<file path="config.mk">
export PLATFORM = sky130hd
export DESIGN_NAME = flash_read_responder
export DESIGN_NICKNAME = d
export VERILOG_FILES = /design/src/rtl/flrd_pkg.sv /design/src/rtl/flrd_lane_pack.sv /design/src/rtl/flrd_query_rom.sv /design/src/rtl/flrd_status.sv /design/src/rtl/flrd_rom_track.sv /design/src/rtl/flash_read_responder.sv
export SDC_FILE = /design/constraint.sdc
export NUM_CORES = 1
export LEC_CHECK = 0
export ABC_AREA = 1
export BUFFER_PORTS_ARGS = -buffer_cell sky130_fd_sc_hd__buf_2
export CAP_MARGIN = 20
export CELL_PAD_IN_SITES_DETAIL_PLACEMENT = 1
export CELL_PAD_IN_SITES_GLOBAL_PLACEMENT = 1
export CORE_UTILIZATION = 25
export CTS_CLUSTER_DIAMETER = 150
export DETAILED_ROUTE_END_ITERATION = 10
export PLACE_DENSITY_LB_ADDON = 0.08
export SLEW_MARGIN = 15
export SYNTH_ARGS = -nofsm -noshare
export SYNTH_HDL_FRONTEND = slang
export SYNTH_SLANG_ARGS = --single-unit
</file>
<file path="constraint.sdc">
create_clock -name clk -period 1.5 [get_ports clk]
set_clock_uncertainty 0.2 [all_clocks]
set_input_delay 0.15 -clock clk [delete_from_list [all_inputs] [get_ports clk]]
set_output_delay 0.15 -clock clk [all_outputs]
set_load 0.05 [all_outputs]
</file>
<file path="src/rtl/flrd_pkg.sv">
package flrd_pkg;

  typedef enum logic [2:0] {
    SQ_READ    = 3'd0,
    SQ_ERSETUP = 3'd1,
    SQ_AUTOSEL = 3'd2,
    SQ_PROG    = 3'd3,
    SQ_CHIPER  = 3'd4,
    SQ_SECTER  = 3'd5,
    SQ_QUERY   = 3'd6,
    SQ_BAD     = 3'd7
  } seq_mode_e;

  typedef enum logic [1:0] {
    SZ_BYTE = 2'd0,
    SZ_HALF = 2'd1,
    SZ_WORD = 2'd2,
    SZ_WRD3 = 2'd3
  } rd_size_e;

  localparam logic [7:0] QTAB_LEN = 8'h52;
  localparam logic [7:0] TOGGLE_MASK = 8'h40;
  localparam logic [15:0] ID_ABSENT = 16'h00FF;

  function automatic logic mode_is_busy(seq_mode_e m);
    return (m == SQ_PROG) || (m == SQ_CHIPER) || (m == SQ_SECTER);
  endfunction

endpackage

</file>
<file path="src/rtl/flrd_lane_pack.sv">
module flrd_lane_pack
  import flrd_pkg::*;
(
  input  logic [31:0] lanes,
  input  rd_size_e    size,
  input  logic        big_endian,
  output logic [31:0] word
);
  logic [7:0] bt [4];

  for (genvar gi = 0; gi < 4; gi++) begin : g_split
    assign bt[gi] = lanes[8*gi +: 8];
  end

  always_comb begin
    unique case (size)
      SZ_BYTE: word = {24'h0, bt[0]};
      SZ_HALF: word = big_endian ? {16'h0, bt[0], bt[1]} : {16'h0, bt[1], bt[0]};
      default: word = big_endian ? {bt[0], bt[1], bt[2], bt[3]}
                                 : {bt[3], bt[2], bt[1], bt[0]};
    endcase
  end
endmodule

</file>
<file path="src/rtl/flrd_query_rom.sv">
module flrd_query_rom
  import flrd_pkg::*;
#(
  parameter int SECT_BYTES = 4096,
  parameter int NUM_SECT   = 16
) (
  input  logic [7:0] offset,
  output logic [7:0] value
);
  localparam int          CHIP_BYTES = SECT_BYTES * NUM_SECT;
  localparam logic [7:0]  SIZE_LOG   = 8'($clog2(CHIP_BYTES));
  localparam logic [31:0] NM1_V      = 32'(NUM_SECT - 1);
  localparam logic [31:0] SECT_V     = 32'(SECT_BYTES);

  always_comb begin
    value = 8'h00;
    if (offset < QTAB_LEN) begin
      unique case (offset)
        8'h10:   value = 8'h51;
        8'h11:   value = 8'h52;
        8'h12:   value = 8'h59;
        8'h13:   value = 8'h02;
        8'h27:   value = SIZE_LOG;
        8'h2C:   value = 8'h01;
        8'h2D:   value = NM1_V[7:0];
        8'h2E:   value = NM1_V[15:8];
        8'h2F:   value = SECT_V[15:8];
        8'h30:   value = SECT_V[23:16];
        default: value = 8'h00;
      endcase
    end
  end
endmodule

</file>
<file path="src/rtl/flrd_status.sv">
module flrd_status
  import flrd_pkg::*;
(
  input  logic       clk,
  input  logic       rst_n,
  input  logic       load,
  input  logic [7:0] load_val,
  input  logic       poll,
  output logic [7:0] stat_q
);
  always_ff @(posedge clk) begin
    if (!rst_n)    stat_q <= 8'h00;
    else if (load) stat_q <= load_val;
    else if (poll) stat_q <= stat_q ^ TOGGLE_MASK;
  end
endmodule

</file>
<file path="src/rtl/flrd_rom_track.sv">
module flrd_rom_track #(
  parameter int LIMIT = 42
) (
  input  logic clk,
  input  logic rst_n,
  input  logic wr_seen,
  input  logic plain_rd,
  output logic rom_q
);
  localparam int CW = $clog2(LIMIT + 2);

  logic [CW-1:0] cnt_q;
  logic [CW-1:0] cnt_nx;

  assign cnt_nx = cnt_q + 1'b1;

  always_ff @(posedge clk) begin
    if (!rst_n) begin
      cnt_q <= '0;
      rom_q <= 1'b1;
    end else if (wr_seen) begin
      cnt_q <= '0;
      rom_q <= 1'b0;
    end else if (plain_rd && !rom_q) begin
      cnt_q <= cnt_nx;
      if (cnt_nx > CW'(LIMIT)) rom_q <= 1'b1;
    end
  end
endmodule

</file>
<file path="src/rtl/flash_read_responder.sv">
module flash_read_responder
  import flrd_pkg::*;
#(
  parameter int SECT_BYTES = 4096,
  parameter int NUM_SECT   = 16,
  parameter int DEV_BYTES  = 2,
  parameter int ROM_RETURN = 42,
  parameter int ADDR_W     = $clog2(SECT_BYTES * NUM_SECT)
) (
  input  logic              clk,
  input  logic              rst_n,
  input  logic              req_valid,
  output logic              req_ready,
  input  logic [ADDR_W-1:0] req_addr,
  input  logic [1:0]        req_size,
  input  logic              big_endian,
  input  logic [2:0]        seq_mode,
  input  logic              wr_seen,
  input  logic              st_load,
  input  logic [7:0]        st_value,
  input  logic [15:0]       id_code0,
  input  logic [15:0]       id_code1,
  input  logic [15:0]       id_code2,
  input  logic [15:0]       id_code3,
  output logic [ADDR_W-1:0] arr_addr,
  input  logic [31:0]       arr_data,
  output logic              rsp_valid,
  input  logic              rsp_ready,
  output logic [31:0]       rsp_data,
  output logic              rom_mode,
  output logic              mode_reset
);
  localparam int SHIFT = (DEV_BYTES == 4) ? 2 : (DEV_BYTES == 2) ? 1 : 0;

  seq_mode_e   mode;
  logic        accept;
  logic [7:0]  word_off;
  logic [31:0] arr_word;
  logic [7:0]  qbyte;
  logic [7:0]  stat_q;
  logic [31:0] sel_data;

  assign mode      = seq_mode_e'(seq_mode);
  assign req_ready = !rsp_valid || rsp_ready;
  assign accept    = req_valid && req_ready;
  assign arr_addr  = req_addr;

  if (SHIFT == 0) begin : g_off_byte
    assign word_off = req_addr[7:0];
  end else begin : g_off_wide
    assign word_off = {{SHIFT{1'b0}}, req_addr[7:SHIFT]};
  end

  flrd_lane_pack u_pack (
    .lanes      (arr_data),
    .size       (rd_size_e'(req_size)),
    .big_endian (big_endian),
    .word       (arr_word)
  );

  flrd_query_rom #(
    .SECT_BYTES (SECT_BYTES),
    .NUM_SECT   (NUM_SECT)
  ) u_qrom (
    .offset (word_off),
    .value  (qbyte)
  );

  flrd_status u_stat (
    .clk      (clk),
    .rst_n    (rst_n),
    .load     (st_load),
    .load_val (st_value),
    .poll     (accept && mode_is_busy(mode)),
    .stat_q   (stat_q)
  );

  flrd_rom_track #(
    .LIMIT (ROM_RETURN)
  ) u_rom (
    .clk      (clk),
    .rst_n    (rst_n),
    .wr_seen  (wr_seen),
    .plain_rd (accept && (mode == SQ_READ)),
    .rom_q    (rom_mode)
  );

  always_comb begin
    sel_data = arr_word;
    unique case (mode)
      SQ_AUTOSEL: begin
        unique case (word_off)
          8'h00:   sel_data = {16'h0, id_code0};
          8'h01:   sel_data = {16'h0, id_code1};
          8'h02:   sel_data = 32'h0;
          8'h0E:   sel_data = (id_code2 == ID_ABSENT) ? arr_word : {16'h0, id_code2};
          8'h0F:   sel_data = (id_code3 == ID_ABSENT) ? arr_word : {16'h0, id_code3};
          default: sel_data = arr_word;
        endcase
      end
      SQ_PROG, SQ_CHIPER, SQ_SECTER: sel_data = {24'h0, stat_q};
      SQ_QUERY:                      sel_data = {24'h0, qbyte};
      default:                       sel_data = arr_word;
    endcase
  end

  always_ff @(posedge clk) begin
    if (!rst_n) begin
      rsp_valid  <= 1'b0;
      rsp_data   <= 32'h0;
      mode_reset <= 1'b0;
    end else begin
      mode_reset <= accept && (mode == SQ_BAD);
      if (accept) begin
        rsp_valid <= 1'b1;
        rsp_data  <= sel_data;
      end else if (rsp_ready) begin
        rsp_valid <= 1'b0;
      end
    end
  end
endmodule

</file>
; Yosys cells after proc, flatten, opt, wreduce, memory -nomap -nowiden
; Index checks and enable logic that the tools add are counted.
[totals]
ram_bits = 0
latchBits = 0
memories = 0
register_bits = 49
output_inout_bits = 52
rom_bits = 0
[classes]
n_mul = 0
n_lt_le_gt_ge = 2
n_div = 0
muxes = 16
reduce_logical = 21
eq_ne = 21
bitwise = 2
shifts = 0
addsub = 1
[op_table]
columns = op, n
row1 = 32-bit one-hot mux with 5 select lines, 1
row2 = 32-bit 2-to-1 mux, 3
row3 = 32-bit one-hot mux with 3 select lines, 1
row4 = 32-bit one-hot mux with 2 select lines, 1
row5 = 7-bit one-hot mux with 7 select lines, 1
row6 = 16-bit by 8-bit == test with 1-bit output (second input constant), 2
row7 = 7-bit by 5-bit == test with 1-bit output (second input constant), 4
row8 = 7-bit by 6-bit == test with 1-bit output (second input constant), 4
row9 = 16-bit 2-to-1 mux, 1
row10 = 8-bit 2-to-1 mux, 2
row11 = 7-bit by 4-bit == test with 1-bit output (second input constant), 2
row12 = 3-bit == test (second input constant), 4
row13 = 8-bit zero test, 1
row14 = 2-bit nonzero test, 4
row15 = 7-bit by 1-bit == test with 1-bit output (second input constant), 1
row16 = 7-bit by 2-bit == test with 1-bit output (second input constant), 1
row17 = 7-bit < comparator (second input constant), 1
row18 = 7-bit 2-to-1 mux, 1
row19 = 6-bit by 1-bit adder with 6-bit output (second input constant), 1
row20 = 3-bit by 2-bit == test with 1-bit output (second input constant), 2
row21 = 6-bit greater-than comparator (second input constant), 1
row22 = 1-bit logical AND, 5
row23 = 1-bit 2-to-1 mux, 5
row24 = 2-bit OR reduction, 2
row25 = 8 further kinds, 12

; Logic depth before layout (Yosys ltp)
; Gate-level depths: netlist of the first run.
[depth]
ltp_word = 7
ltp_mapped = 13
depth_no_buf = 13

; Modules after synthesis
; Synthesis of the first run repeated with hierarchy kept, for this count alone.
[unflattened]
hier_cells = 829
hier_area_um2 = 4579.4
[modules_own_cells]
columns = module, instances, cells_per_inst, area_per_inst_um2
row1 = flash_read_responder, 1, 510, 2877.8
row2 = flrd_lane_pack, 1, 184, 822.0
row3 = flrd_rom_track, 1, 63, 411.6
row4 = flrd_status, 1, 37, 287.8
row5 = flrd_query_rom, 1, 35, 180.2

; Worst setup path before layout of the first run
; No wires, ideal clock.
[synth_path]
path_type = register -> register
start = register rsp_valid
end = register rsp_data[11]
required_time_ns = 1.178
setup_slack_ns = -0.759
path_stages_with_launch = 7
t_arrival_ns = 1.937
synth_period_minus_slack_ns = 2.259
setup_time_ns = 0.122
cell_sequence = dfxtp_1 -> nand2_1 -> nand2_2 -> inv_1 -> clkbuf_1 -> o21ai_0 -> a21oi_2
[synth_via]
elab_chain_cells = 3
[synth_rtl]
columns = element, line
row1 = "start, declared", flash_read_responder.sv:27  ; output logic rsp_valid,
row2 = "start signal, assigned", flash_read_responder.sv:109  ; rsp_valid <= 1'b0;
row3 = "start signal, assigned", flash_read_responder.sv:115  ; rsp_valid <= 1'b1;
row4 = "start signal, assigned", flash_read_responder.sv:118  ; rsp_valid <= 1'b0;
row5 = 1-bit zero test, flash_read_responder.sv:44  ; assign req_ready = !rsp_valid || rsp_ready;
row6 = 1-bit logical OR, flash_read_responder.sv:44
row7 = named net req_ready, flash_read_responder.sv:13  ; output logic req_ready,
row8 = 1-bit logical AND, flash_read_responder.sv:45  ; assign accept = req_valid && req_ready;
row9 = "end signal, assigned", flash_read_responder.sv:116  ; rsp_data <= sel_data;
row10 = "end, declared", flash_read_responder.sv:29  ; output logic [31:0] rsp_data,
; The timed path passes the listed nets, and every way through them passes these cells.
; A chain may end at the register's enable or synchronous reset.

; Final worst setup path of the first run
[layout_path]
start = register u_rom.cnt_q[0]
end = register u_rom.rom_q
[layout_via]
elab_chain_cells = 4
[layout_rtl]
columns = element, line
row1 = "start, declared", flrd_rom_track.sv:12  ; logic [CW-1:0] cnt_q;
row2 = "start signal, assigned", flrd_rom_track.sv:25  ; cnt_q <= cnt_nx;
row3 = 6-bit by 1-bit adder with 6-bit output, flrd_rom_track.sv:15  ; assign cnt_nx = cnt_q + 1'b1;
row4 = 6-bit greater-than comparator, flrd_rom_track.sv:26  ; if (cnt_nx > CW'(LIMIT)) rom_q <= 1'b1;
row5 = 2-bit nonzero test (no source line), -
row6 = 2-bit AND reduction (no source line), -
row7 = "end signal, assigned", flrd_rom_track.sv:20  ; rom_q <= 1'b1;
row8 = "end signal, assigned", flrd_rom_track.sv:23  ; rom_q <= 1'b0;
row9 = "end signal, assigned", flrd_rom_track.sv:26
row10 = "end, declared", flrd_rom_track.sv:8  ; output logic rom_q
; No other way between the ends.

==> metrics.json, run 1 <==
{
  "std_cell_rows": {"value": 46},
  "critPathMaxStageDelay": {"value": 380, "unit": "ps"},
  "ys.flop_type": {"value": "sky130_fd_sc_hd__dfxtp_1"},
  "synthCells": {"value": 690},
  "critical_path.n_buffers_inverters": {"value": 0},
  "detail_route.vias_per_cell": {"value": 4.72},
  "drv_cap": {"value": 0},
  "drtIter0Drc": {"value": 203},
  "cpLargestDelayFamily": {"value": "flip-flops"},
  "route.detailed.drc": {"value": 0},
  "multi_input_area": {"value": 0.00303, "unit": "mm2"},
  "area.sequential": {"value": 992, "unit": "um2"},
  "drt-pass1-iter-count": {"value": 4},
  "chipHeight": {"value": 130, "unit": "um"},
  "grt_pass1_vias": {"value": 5635},
  "synth.yosys.warnings": {"value": 0},
  "post_layout_utilization_of_the_core": {"value": 42.6, "unit": "%"},
  "io_buffer_count": {"value": 165},
  "cts.sink_count": {"value": 49},
  "ys_seq_area_share": {"value": 24.1, "unit": "%"},
  "finalWorstSetupSlack": {"value": -42.9, "unit": "ps"},
  "routed_wirelength": {"value": 18300, "unit": "um"},
  "finalSetupViolations": {"value": 1},
  "finalMaxSlewViolations": {"value": 0},
  "num_vias": {"value": 5533},
  "critPathRequiredTime": {"value": 1480, "unit": "ps"},
  "pin_count_of_the_biggest_net_entering_global_routing": {"value": 24},
  "dp_hpwl": {"value": 14900, "unit": "um"},
  "timing.critical_path.mode_cell": {"value": "sky130_fd_sc_hd__nor2_1"},
  "post_route_clock_period_utilization": {"value": 103, "unit": "%"},
  "number_of_flip_flops_and_latches_in_the_synthesized_netlist": {"value": 49},
  "max_slew.worst_pin.slew": {"value": 415, "unit": "ps"},
  "grt_usage": {"value": 21.5, "unit": "%"},
  "antenna_viol_nets_final": {"value": 0},
  "worst_path_max_delay_cell": {"value": "sky130_fd_sc_hd__dfxtp_4"},
  "synth.net_count": {"value": 824},
  "clock_latency": {"value": 290, "unit": "ps"},
  "area_added_between_synthesis_and_finish": {"value": 66.1, "unit": "%"},
  "worst-setup-path-type": {"value": "reg -> reg"},
  "fin_setup_tns": {"value": -42.9, "unit": "ps"},
  "number_of_antenna_violations_at_the_first_check_in_global_routing": {"value": 0},
  "grt_setup_unrepaired": {"value": "true"},
  "chipWidth": {"value": 130, "unit": "um"},
  "critPathArrivalTime": {"value": 1520, "unit": "ps"},
  "core_area": {"value": 0.0159, "unit": "mm2"},
  "critical_path.cell_chain": {"value": "ha_4 -> xor2_2 -> o21bai_1 -> a21oi_1 -> nor2_1 -> nor2_1 -> o21ai_1"},
  "crit_path_start_kind": {"value": "flip-flop"},
  "cts_root_buf": {"value": "sky130_fd_sc_hd__clkbuf_16"},
  "cts.htree.levels": {"value": 2},
  "synth_enable_flop_cells": {"value": 0},
  "tritoncts": {"value": "built"},
  "syn_avg_cell_area": {"value": 5.90, "unit": "um2"},
  "vdd_ir_drop_max": {"value": 461, "unit": "uV"},
  "netlist_area": {"value": 0.00407, "unit": "mm2"},
  "yosys.cell_types.count": {"value": 40},
  "leakagePower": {"value": 3.22, "unit": "nW"},
  "fill_cells": {"value": 2148},
  "relSlewSlack": {"value": 72.2, "unit": "%"},
  "maxClockFrequency": {"value": 0.648, "unit": "GHz"},
  "failed_checks": {"value": "negative setup slack"},
  "asyncSetResetFlopFracSynth": {"value": 0, "unit": "%"},
  "cts.path.max_buffers": {"value": 2},
  "layout_min_cycle_time": {"value": 1540, "unit": "ps"},
  "die-area": {"value": 0.0168, "unit": "mm2"},
  "layout.nets": {"value": 1088},
  "worst-path-max-fanout": {"value": 5},
  "share_of_final_layout_standard_cells_stronger_than_drive_strength_1": {"value": 44.1, "unit": "%"},
  "status": {"value": "finished, violations left"},
  "report.final.hold_viol_count": {"value": 0},
  "power_per_cell_area": {"value": 617, "unit": "mW/mm2"},
  "design.portCount": {"value": 184},
  "place_congestion": {"value": 0.831},
  "clk_pin_slew_worst_paths": {"value": 70, "unit": "ps"},
  "cts_made_buffers": {"value": 5},
  "timing.hold.worst.class": {"value": "in -> reg"},
  "grt_pass1_wl": {"value": 28300, "unit": "um"},
  "grt_overflow_total": {"value": 0},
  "initial_utilization": {"value": 25.6, "unit": "%"},
  "wl_per_cell": {"value": 15.6, "unit": "um"},
  "crit_path_end_kind": {"value": "flip-flop"}
}
-- power by group --
part	switching [W]	total [W]	internal (W)
Combinational	0.000941	0.00157	0.000629
Sequential	0.0000488	0.00141	0.00137
Clock	0.000559	0.00119	0.000631
-- synth_stat cells, types with 2 or more instances --
cell type | number | area share, %
sky130_fd_sc_hd__buf_4 | 19 | 3.5
sky130_fd_sc_hd__nand4_1 | 11 | 1.7
sky130_fd_sc_hd__nand2_1 | 220 | 20
sky130_fd_sc_hd__o21ai_2 | 2 | 0.43
sky130_fd_sc_hd__o211ai_1 | 3 | 0.55
sky130_fd_sc_hd__nand3_1 | 43 | 5.3
sky130_fd_sc_hd__inv_1 | 65 | 6.0
sky130_fd_sc_hd__and3_1 | 2 | 0.31
sky130_fd_sc_hd__a221oi_1 | 2 | 0.43
sky130_fd_sc_hd__nand3_2 | 10 | 2.5
sky130_fd_sc_hd__nor3_1 | 2 | 0.25
sky130_fd_sc_hd__a21oi_1 | 53 | 6.5
sky130_fd_sc_hd__nor2_1 | 65 | 6.0
sky130_fd_sc_hd__nand2_4 | 3 | 0.83
sky130_fd_sc_hd__nand3_4 | 2 | 0.86
sky130_fd_sc_hd__inv_2 | 2 | 0.18
sky130_fd_sc_hd__xor2_1 | 3 | 0.65
sky130_fd_sc_hd__nor2_2 | 2 | 0.31
sky130_fd_sc_hd__o21ai_0 | 70 | 8.6
sky130_fd_sc_hd__nor2_4 | 4 | 1.1
sky130_fd_sc_hd__clkbuf_1 | 15 | 1.4
sky130_fd_sc_hd__ha_1 | 2 | 0.61
sky130_fd_sc_hd__a21oi_2 | 10 | 2.2
sky130_fd_sc_hd__a31oi_1 | 8 | 1.2
sky130_fd_sc_hd__nand2_2 | 4 | 0.61
sky130_fd_sc_hd__dfxtp_1 | 49 | 24
sky130_fd_sc_hd__buf_2 | 6 | 0.74
-- cell families after synthesis --
logic type,synth area share (%)
AOI/OAI and AO/OA,20.7
xor gates and xnor gates,0.646
adders and majority gates,0.615
buffers and inverters,12.8
DFF,24.1
and+or+nand+nor,41.2
-- placed cells by master, fill, tap and decap left out, drive strengths merged, types with 3 or more instances in the layout --
cell type	count
a21oi	63
a31oi	8
buf	287
clkbuf	6
clkinvlp	3
dfxtp	49
dlygate4sd3	10
inv	68
nand2	227
nand3	55
nand4	11
nor2	71
o211ai	3
o21ai	72
xor2	3
-- registers in the layout, indices dropped and copies added, names as in the netlist --
register       count
mode_reset         1
rsp_valid          1
u_stat.stat_q      8
u_rom.rom_q        1
u_rom.cnt_q        6
rsp_data          32
-- repair_timing --
item / 4_1_cts / 5_1_grt
resized for setup: 38 / 115
hold buffers: 9 / 1
cloned: 0 / 0
setup endpoints to repair: 25 / 37
setup buffers: 6 / 9
pin swaps: 15 / 59
hold endpoints to repair: 10 / 1
-- metrics by stage --
step	setup WS, ps	cells	hold slack [ps]	cell area [um2]	power (W)
5_1_grt	-151	1171	23.5	6760	0.00440
2_1_floorplan	-199	690	47.1	4110	0.00222
4_1_cts	-48.0	1161	-148	6270	0.00412
6_report	-42.9	1172	27.2	6760	0.00417
3_3_place_gp	-443	1138	100	5820	0.00278
3_5_place_dp	-402	1138	100	5820	0.00281
-- cell type report --
class / count / share of cell area [%]
clock buffers: 5 / 1.85
inverters: 70 / 4.22
clock inverters: 3 / 0.389
flip-flops and latches: 49 / 14.7
well taps: 216 / 4.00
repair buffers: 298 / 30.0
multi-input cells: 530 / 44.8
diodes: 1 / 0.0370
-- metal layers --
metal  up-vias  wire [um]  GRT usage [%]
li1       2773          -              -
met3        14        810           2.68
met5         -          0              0
met1      2611       8060           26.4
met2       135       9210           40.1
met4         0        215           3.76
-- worst min-delay path, cell delays in order --
cell and delay (ps):
sky130_fd_sc_hd__buf_2 100, sky130_fd_sc_hd__nand2_1 50, sky130_fd_sc_hd__nand3_1 70, sky130_fd_sc_hd__nand2_1 60, sky130_fd_sc_hd__a21oi_1 50
-- path summary, 6_finish.rpt --
path                  startpoint      endpoint  slack (ps)  cells after the start
setup / recovery  u_rom.cnt_q[0]   u_rom.rom_q         -40                      7
hold / removal      id_code0[15]  rsp_data[15]          30                      5
setup reg to reg  u_rom.cnt_q[0]   u_rom.rom_q         -40                      7
hold reg to reg     rsp_data[20]  rsp_data[20]         280                      2
(Power assumes the default switching activity.)
==> run 2: changes to the inputs <==
--- a/config.mk
+++ b/config.mk
@@ -14,6 +14,7 @@
 export CTS_CLUSTER_DIAMETER = 150
 export DETAILED_ROUTE_END_ITERATION = 10
 export PLACE_DENSITY_LB_ADDON = 0.08
+export RECOVER_POWER = 25
 export SLEW_MARGIN = 15
 export SYNTH_ARGS = -nofsm -noshare
 export SYNTH_HDL_FRONTEND = slang
==> constraint.sdc (replaced) <==
create_clock -name clk -period 1.4 [get_ports clk]
set_clock_uncertainty 0.2 [all_clocks]
set_input_delay 0.14 -clock clk [delete_from_list [all_inputs] [get_ports clk]]
set_output_delay 0.14 -clock clk [all_outputs]
set_load 0.05 [all_outputs]
==> run 2 against run 1 <==
The run still ends with negative setup slack left. Worst setup slack worse by 66 ps. Register-to-register slack worse by 70 ps. Core utilization is 4.6 points higher. Sequential cell count stayed put. Critical path depth stayed put. Critical path type unchanged. Largest cell class unchanged. Largest power group unchanged. Highest routed layer unchanged.
==> metrics.json, run 2 (same netlist as run 1, synthesis figures left out) <==
{
  "reg_top3": {"value": "rsp_data x32, u_stat.stat_q x8, u_rom.cnt_q x6"},
  "routed_wirelength": {"value": 20100, "unit": "um"},
  "max_slew.worst_pin.slew": {"value": 607, "unit": "ps"},
  "chipWidth": {"value": 130, "unit": "um"},
  "finalSetupViolations": {"value": 26},
  "number_of_antenna_violations_at_the_first_check_in_global_routing": {"value": 0},
  "leakagePower": {"value": 3.48, "unit": "nW"},
  "dp_hpwl": {"value": 15100, "unit": "um"},
  "layout_min_cycle_time": {"value": 1510, "unit": "ps"},
  "failed_checks": {"value": "negative setup slack"},
  "clk_pin_slew_worst_paths": {"value": 70, "unit": "ps"},
  "largest_register_ffs": {"value": 32},
  "post_layout_utilization_of_the_core": {"value": 47.1, "unit": "%"},
  "layout.nets": {"value": 1116},
  "chipHeight": {"value": 130, "unit": "um"},
  "clock_latency": {"value": 300, "unit": "ps"},
  "area.sequential": {"value": 992, "unit": "um2"},
  "fin_setup_tns": {"value": -1430, "unit": "ps"},
  "place_congestion": {"value": 0.827},
  "share_of_final_layout_standard_cells_stronger_than_drive_strength_1": {"value": 50.3, "unit": "%"},
  "holdPathEnd": {"value": "rsp_data[15]"},
  "wl_per_cell": {"value": 16.7, "unit": "um"},
  "design.portCount": {"value": 184},
  "grt_usage": {"value": 22.8, "unit": "%"},
  "antenna_viol_nets_final": {"value": 0},
  "num_vias": {"value": 5708},
  "design_power_total": {"value": 0.00486, "unit": "W"},
  "area_added_between_synthesis_and_finish": {"value": 84.0, "unit": "%"},
  "timing.hold.worst.class": {"value": "in -> reg"},
  "status": {"value": "finished, violations left"},
  "final_instance_area": {"value": 0.00749, "unit": "mm2"},
  "final_common_cell": {"value": "sky130_fd_sc_hd__nand2_1"},
  "power_per_cell_area": {"value": 649, "unit": "mW/mm2"},
  "initial_utilization": {"value": 25.6, "unit": "%"},
  "route.detailed.drc": {"value": 0},
  "crit_path_end_kind": {"value": "flip-flop"},
  "r2r_start": {"value": "rsp_valid"},
  "reg2reg_slack": {"value": -110, "unit": "ps"},
  "detail_route.vias_per_cell": {"value": 4.76},
  "finalWorstSetupSlack": {"value": -109, "unit": "ps"},
  "cts_made_buffers": {"value": 5},
  "critPathArrivalTime": {"value": 1540, "unit": "ps"},
  "pin_count_of_the_biggest_net_entering_global_routing": {"value": 24},
  "drtIter0Drc": {"value": 159},
  "worst_hold_depth": {"value": 5},
  "core_area": {"value": 0.0159, "unit": "mm2"},
  "io_buffer_count": {"value": 165},
  "grt_overflow_total": {"value": 0},
  "std_cell_rows": {"value": 46},
  "fill_cells": {"value": 2063},
  "vdd_ir_drop_max": {"value": 438, "unit": "uV"},
  "antenna-diode-count": {"value": 0},
  "multi_input_area": {"value": 0.00329, "unit": "mm2"},
  "dp_worst_setup_slack": {"value": -543, "unit": "ps"},
  "commonest_cells_after_routing_fill_and_taps_aside": {"value": "sky130_fd_sc_hd__nand2_1, sky130_fd_sc_hd__buf_2, sky130_fd_sc_hd__buf_4"},
  "min_from": {"value": "id_code2[15]"},
  "grt_pass1_vias": {"value": 5939},
  "cts.sink_count": {"value": 49},
  "maxClockFrequency": {"value": 0.663, "unit": "GHz"},
  "tritoncts": {"value": "built"},
  "grt_pass1_wl": {"value": 29800, "unit": "um"},
  "top_register": {"value": "rsp_data"},
  "cts.path.max_buffers": {"value": 2},
  "relSlewSlack": {"value": 59.7, "unit": "%"},
  "drv_cap": {"value": 0},
  "critPathRequiredTime": {"value": 1430, "unit": "ps"},
  "finalMaxSlewViolations": {"value": 0},
  "cts_root_buf": {"value": "sky130_fd_sc_hd__clkbuf_16"},
  "crit_path_start_kind": {"value": "flip-flop"},
  "drt-pass1-iter-count": {"value": 4},
  "worst-path-max-fanout": {"value": 5},
  "cts.htree.levels": {"value": 2},
  "grt_setup_unrepaired": {"value": "true"},
  "place_area": {"value": 0.00591, "unit": "mm2"},
  "worstReg2RegEnd": {"value": "rsp_data[17]"},
  "die-area": {"value": 0.0168, "unit": "mm2"},
  "post_route_clock_period_utilization": {"value": 108, "unit": "%"},
  "worst-setup-path-type": {"value": "reg -> reg"},
  "worst-r2r-cell-count": {"value": 7},
  "report.final.hold_viol_count": {"value": 0}
}
-- run 2: report_power, final --
group	internal [W]	switching, W
Combinational	0.000782	0.00110
Sequential	0.00146	0.0000525
Clock	0.000849	0.000610
Total	0.00309	0.00176
-- run 2: worst max-delay path by stage --
stage	cells past startpoint	from	endpoint
floorplan	7	rsp_valid	u_rom.rom_q
global placement	10	big_endian	rsp_data[4]
detailed placement	10	big_endian	rsp_data[4]
CTS	7	u_rom.cnt_q[0]	u_rom.rom_q
global route	7	u_rom.cnt_q[1]	u_rom.rom_q
finish	7	rsp_valid	rsp_data[17]
-- run 2: final cells by class --
type	count	area share (%)
timing repair inverter	1	0.117
clock inverter	3	0.585
sequential	49	13.3
multi-input combinational	531	44.0
clock buffer	5	1.67
tap	216	3.61
timing repair buffer	324	32.6
inverter	70	4.18
-- run 2: layer usage --
layer	vias up	track usage (%)	wire length, um
met5	-	0	0
met4	0	5.95	367
met3	26	3.51	829
met2	147	41.9	10300
met1	2709	27.5	8590
li1	2826	-	-
-- run 2: metrics by stage --
step,std cells,hold slack [ps]
2_1_floorplan,690,37.1
5_1_grt,1199,10.4
3_3_place_gp,1150,80.3
3_5_place_dp,1150,80.3
6_report,1199,3.72
4_1_cts,1185,0.436
-- run 2: repair_timing --
item | in CTS | in global routing
pin swaps | 39 | 74
hold endpoints to repair | 16 | 0
hold buffers | 11 | 0
setup endpoints to repair | 37 | 40
resized for setup | 117 | 149
setup buffers | 13 | 13
gates cloned | 4 | 3
-- run 2: worst max-delay path: stages, from the launching register on --
cell	delay (ps)
sky130_fd_sc_hd__dfxtp_4	370
sky130_fd_sc_hd__nand2_8	70
sky130_fd_sc_hd__nand2_8	80
sky130_fd_sc_hd__buf_6	140
sky130_fd_sc_hd__nor2_4	180
sky130_fd_sc_hd__buf_8	170
sky130_fd_sc_hd__nand3_4	80
sky130_fd_sc_hd__a21oi_2	160
==> run 3: changes to the inputs <==
--- a/config.mk
+++ b/config.mk
@@ -5,12 +5,11 @@
 export SDC_FILE = /design/constraint.sdc
 export NUM_CORES = 1
 export LEC_CHECK = 0
-export ABC_AREA = 1
 export BUFFER_PORTS_ARGS = -buffer_cell sky130_fd_sc_hd__buf_2
 export CAP_MARGIN = 20
 export CELL_PAD_IN_SITES_DETAIL_PLACEMENT = 1
 export CELL_PAD_IN_SITES_GLOBAL_PLACEMENT = 1
-export CORE_UTILIZATION = 25
+export CORE_UTILIZATION = 29
 export CTS_CLUSTER_DIAMETER = 150
 export DETAILED_ROUTE_END_ITERATION = 10
 export PLACE_DENSITY_LB_ADDON = 0.08
==> constraint.sdc (replaced) <==
create_clock -name clk -period 1.4 [get_ports clk]
set_clock_uncertainty 0.2 [all_clocks]
set_input_delay 0.07 -clock clk [delete_from_list [all_inputs] [get_ports clk]]
set_output_delay 0.07 -clock clk [all_outputs]
set_load 0.05 [all_outputs]
==> run 3 against run 2 <==
The flow finishes with violations (negative hold slack, negative setup slack). Via count shrank 14%. Die area shrank 22%. Synthesized cell count shrank 35%. Routed wire length shrank 13%. Final area shrank 11%. Clock power is essentially flat. Non-clock buffer count grew 39. Power shrank 6.5%. Register-to-register slack lost 140 ps. Clock-buffer cell count is the same.
==> metrics.json, run 3 <==
{
  "initial_utilization": {"value": 30.1, "unit": "%"},
  "place_congestion": {"value": 0.881},
  "netlist_top_cells_count": {"value": "sky130_fd_sc_hd__dfxtp_1, sky130_fd_sc_hd__nand2_1, sky130_fd_sc_hd__mux2i_1"},
  "timing.hold.worst.class": {"value": "in -> reg"},
  "power_per_cell_area": {"value": 682, "unit": "mW/mm2"},
  "drtIter0Drc": {"value": 200},
  "grt_pass1_vias": {"value": 5176},
  "number_of_antenna_violations_at_the_first_check_in_global_routing": {"value": 0},
  "worst-r2r-cell-count": {"value": 7},
  "design_power_total": {"value": 0.00454, "unit": "W"},
  "fin_setup_tns": {"value": -14240, "unit": "ps"},
  "max_slew.worst_pin.slew": {"value": 598, "unit": "ps"},
  "status": {"value": "finished, violations left"},
  "cts.path.max_buffers": {"value": 2},
  "asyncSetResetFlopFracSynth": {"value": 0, "unit": "%"},
  "finalSetupViolations": {"value": 37},
  "grt_usage": {"value": 26.2, "unit": "%"},
  "synth.yosys.warnings": {"value": 0},
  "syn_avg_cell_area": {"value": 8.18, "unit": "um2"},
  "clock_latency": {"value": 290, "unit": "ps"},
  "drt-pass1-iter-count": {"value": 5},
  "route.detailed.drc": {"value": 0},
  "die-area": {"value": 0.0131, "unit": "mm2"},
  "vdd_ir_drop_max": {"value": 496, "unit": "uV"},
  "antenna-diode-count": {"value": 0},
  "relSlewSlack": {"value": 60.3, "unit": "%"},
  "grt_pass1_wl": {"value": 26500, "unit": "um"},
  "reg2reg_slack": {"value": -250, "unit": "ps"},
  "number_of_flip_flops_and_latches_in_the_synthesized_netlist": {"value": 49},
  "drv_cap": {"value": 0},
  "post_layout_utilization_of_the_core": {"value": 54.7, "unit": "%"},
  "crit_path_end_kind": {"value": "flip-flop"},
  "wl_per_cell": {"value": 18.5, "unit": "um"},
  "core_area": {"value": 0.0122, "unit": "mm2"},
  "post-synth-top-count-cell": {"value": "sky130_fd_sc_hd__dfxtp_1"},
  "antenna_viol_nets_final": {"value": 0},
  "dp_hpwl": {"value": 13200, "unit": "um"},
  "final_common_cell": {"value": "sky130_fd_sc_hd__buf_2"},
  "cts.sink_count": {"value": 49},
  "finalWorstSetupSlack": {"value": -490, "unit": "ps"},
  "failed_checks": {"value": "negative hold slack, negative setup slack"},
  "grt_overflow_total": {"value": 0},
  "maxClockFrequency": {"value": 0.529, "unit": "GHz"},
  "synthCells": {"value": 448},
  "layout_min_cycle_time": {"value": 1890, "unit": "ps"},
  "holdPathEnd": {"value": "rsp_valid"},
  "worstReg2RegEnd": {"value": "rsp_data[28]"},
  "finalMaxSlewViolations": {"value": 0},
  "synthDominantCellAreaShare": {"value": 26.8, "unit": "%"},
  "worst_hold_depth": {"value": 4},
  "yosys.cell_types.count": {"value": 66},
  "pin_count_of_the_biggest_net_entering_global_routing": {"value": 26},
  "io_buffer_count": {"value": 165},
  "design.portCount": {"value": 184},
  "critPathArrivalTime": {"value": 1910, "unit": "ps"},
  "chipHeight": {"value": 114, "unit": "um"},
  "clk_pin_slew_worst_paths": {"value": 70, "unit": "ps"},
  "netlist_area": {"value": 0.00366, "unit": "mm2"},
  "r2r_start": {"value": "rsp_valid"},
  "largest_register_ffs": {"value": 32},
  "num_vias": {"value": 4898},
  "hold_ws": {"value": -26.4, "unit": "ps"},
  "grt_setup_unrepaired": {"value": "true"},
  "crit_path_start_kind": {"value": "primary input"},
  "synth_enable_flop_cells": {"value": 0},
  "cts.htree.levels": {"value": 2},
  "share_of_final_layout_standard_cells_stronger_than_drive_strength_1": {"value": 50.9, "unit": "%"},
  "top_register": {"value": "rsp_data"},
  "netlist_top_cells_area": {"value": "sky130_fd_sc_hd__dfxtp_1, sky130_fd_sc_hd__mux2i_1, sky130_fd_sc_hd__nand2_1"},
  "report.final.hold_viol_count": {"value": 3},
  "reg_top3": {"value": "rsp_data x32, u_stat.stat_q x8, u_rom.cnt_q x6"},
  "synth_top_cell_by_area": {"value": "sky130_fd_sc_hd__dfxtp_1"},
  "tritoncts": {"value": "built"},
  "std_cell_rows": {"value": 40},
  "commonest_cells_after_routing_fill_and_taps_aside": {"value": "sky130_fd_sc_hd__buf_2, sky130_fd_sc_hd__buf_4, sky130_fd_sc_hd__dlygate4sd3_1"},
  "detail_route.vias_per_cell": {"value": 5.21},
  "leakagePower": {"value": 3.07, "unit": "nW"},
  "cts_root_buf": {"value": "sky130_fd_sc_hd__clkbuf_16"},
  "routed_wirelength": {"value": 17400, "unit": "um"},
  "worst-path-max-fanout": {"value": 8},
  "area_added_between_synthesis_and_finish": {"value": 81.5, "unit": "%"},
  "layout.nets": {"value": 905},
  "min_from": {"value": "rsp_ready"},
  "ys_seq_area_share": {"value": 26.8, "unit": "%"},
  "ys.flop_type": {"value": "sky130_fd_sc_hd__dfxtp_1"},
  "synth.net_count": {"value": 582},
  "post_route_clock_period_utilization": {"value": 135, "unit": "%"},
  "dp_worst_setup_slack": {"value": -851, "unit": "ps"},
  "worst-setup-path-type": {"value": "in -> reg"},
  "cts_made_buffers": {"value": 5},
  "critPathRequiredTime": {"value": 1420, "unit": "ps"},
  "chipWidth": {"value": 114, "unit": "um"}
}
run 3: where the power goes:
part,internal (W),switching [W]
Clock,0.000848,0.000584
Sequential,0.00146,0.0000432
Combinational,0.000719,0.000888
run 3: critical path: stages:
cell                        delay (ps)
sky130_fd_sc_hd__buf_6              90
sky130_fd_sc_hd__or4_4             550
sky130_fd_sc_hd__nor4_4            320
sky130_fd_sc_hd__buf_4             200
sky130_fd_sc_hd__a2bb2oi_4          80
sky130_fd_sc_hd__a21oi_4           200
sky130_fd_sc_hd__o21ai_4           100
sky130_fd_sc_hd__buf_12            170
sky130_fd_sc_hd__o21ai_2           130
run 3: stage by stage:
| stage | std cells | instance area [um2] |
|---|---|---|
| floorplan | 448 | 3810 |
| global placement | 876 | 5690 |
| detailed placement | 876 | 5690 |
| CTS | 937 | 6510 |
| global route | 940 | 6650 |
| finish | 940 | 6650 |
run 3: worst max-delay path by stage:
stage | start | to | slack, ps | cells after the start
after global placement | id_code3[11] | rsp_data[7] | -830 | 7
after CTS | id_code2[11] | rsp_data[6] | -450 | 6
after global routing | id_code2[11] | rsp_data[6] | -560 | 6
final | id_code2[8] | rsp_data[28] | -490 | 9
after detailed placement | id_code3[11] | rsp_data[7] | -850 | 7
after floorplan | id_code3[11] | rsp_data[12] | -510 | 6
run 3: final cells by class:
class	instances	area (um2)
flip-flops and latches	49	996
repair buffers	363	2570
multi-input cells	345	2670
inverters	7	26.3
fillers	1495	5510
well taps	168	210
clock buffers	5	125
clock inverters	3	43.8
run 3: layer usage:
| metal | wire, um | up-vias | track usage (%) |
|---|---|---|---|
| li1 | - | 2341 | - |
| met1 | 7060 | 2384 | 29.3 |
| met2 | 9520 | 142 | 51.5 |
| met3 | 458 | 31 | 2.49 |
| met4 | 376 | 0 | 8.31 |
| met5 | 0 | - | 0 |
run 3: timing repair:
| item | CTS | global route |
|---|---|---|
| cloned | 0 | 1 |
| hold buffers | 48 | 0 |
| pin swaps | 25 | 23 |
| endpoints found under the hold margin | 42 | 0 |
| resized for setup | 28 | 23 |
| setup buffers | 5 | 2 |
| setup endpoints to repair | 40 | 40 |
run 3: kinds of logic after synthesis:
kind of cell | synth area share [%]
buffers and inverters | 7.55
and+or+nand+nor | 20.0
AOI/OAI and AO/OA | 32.8
muxes | 10.6
xor gates and xnor gates | 1.67
adders and majority gates | 0.683
DFF | 26.8
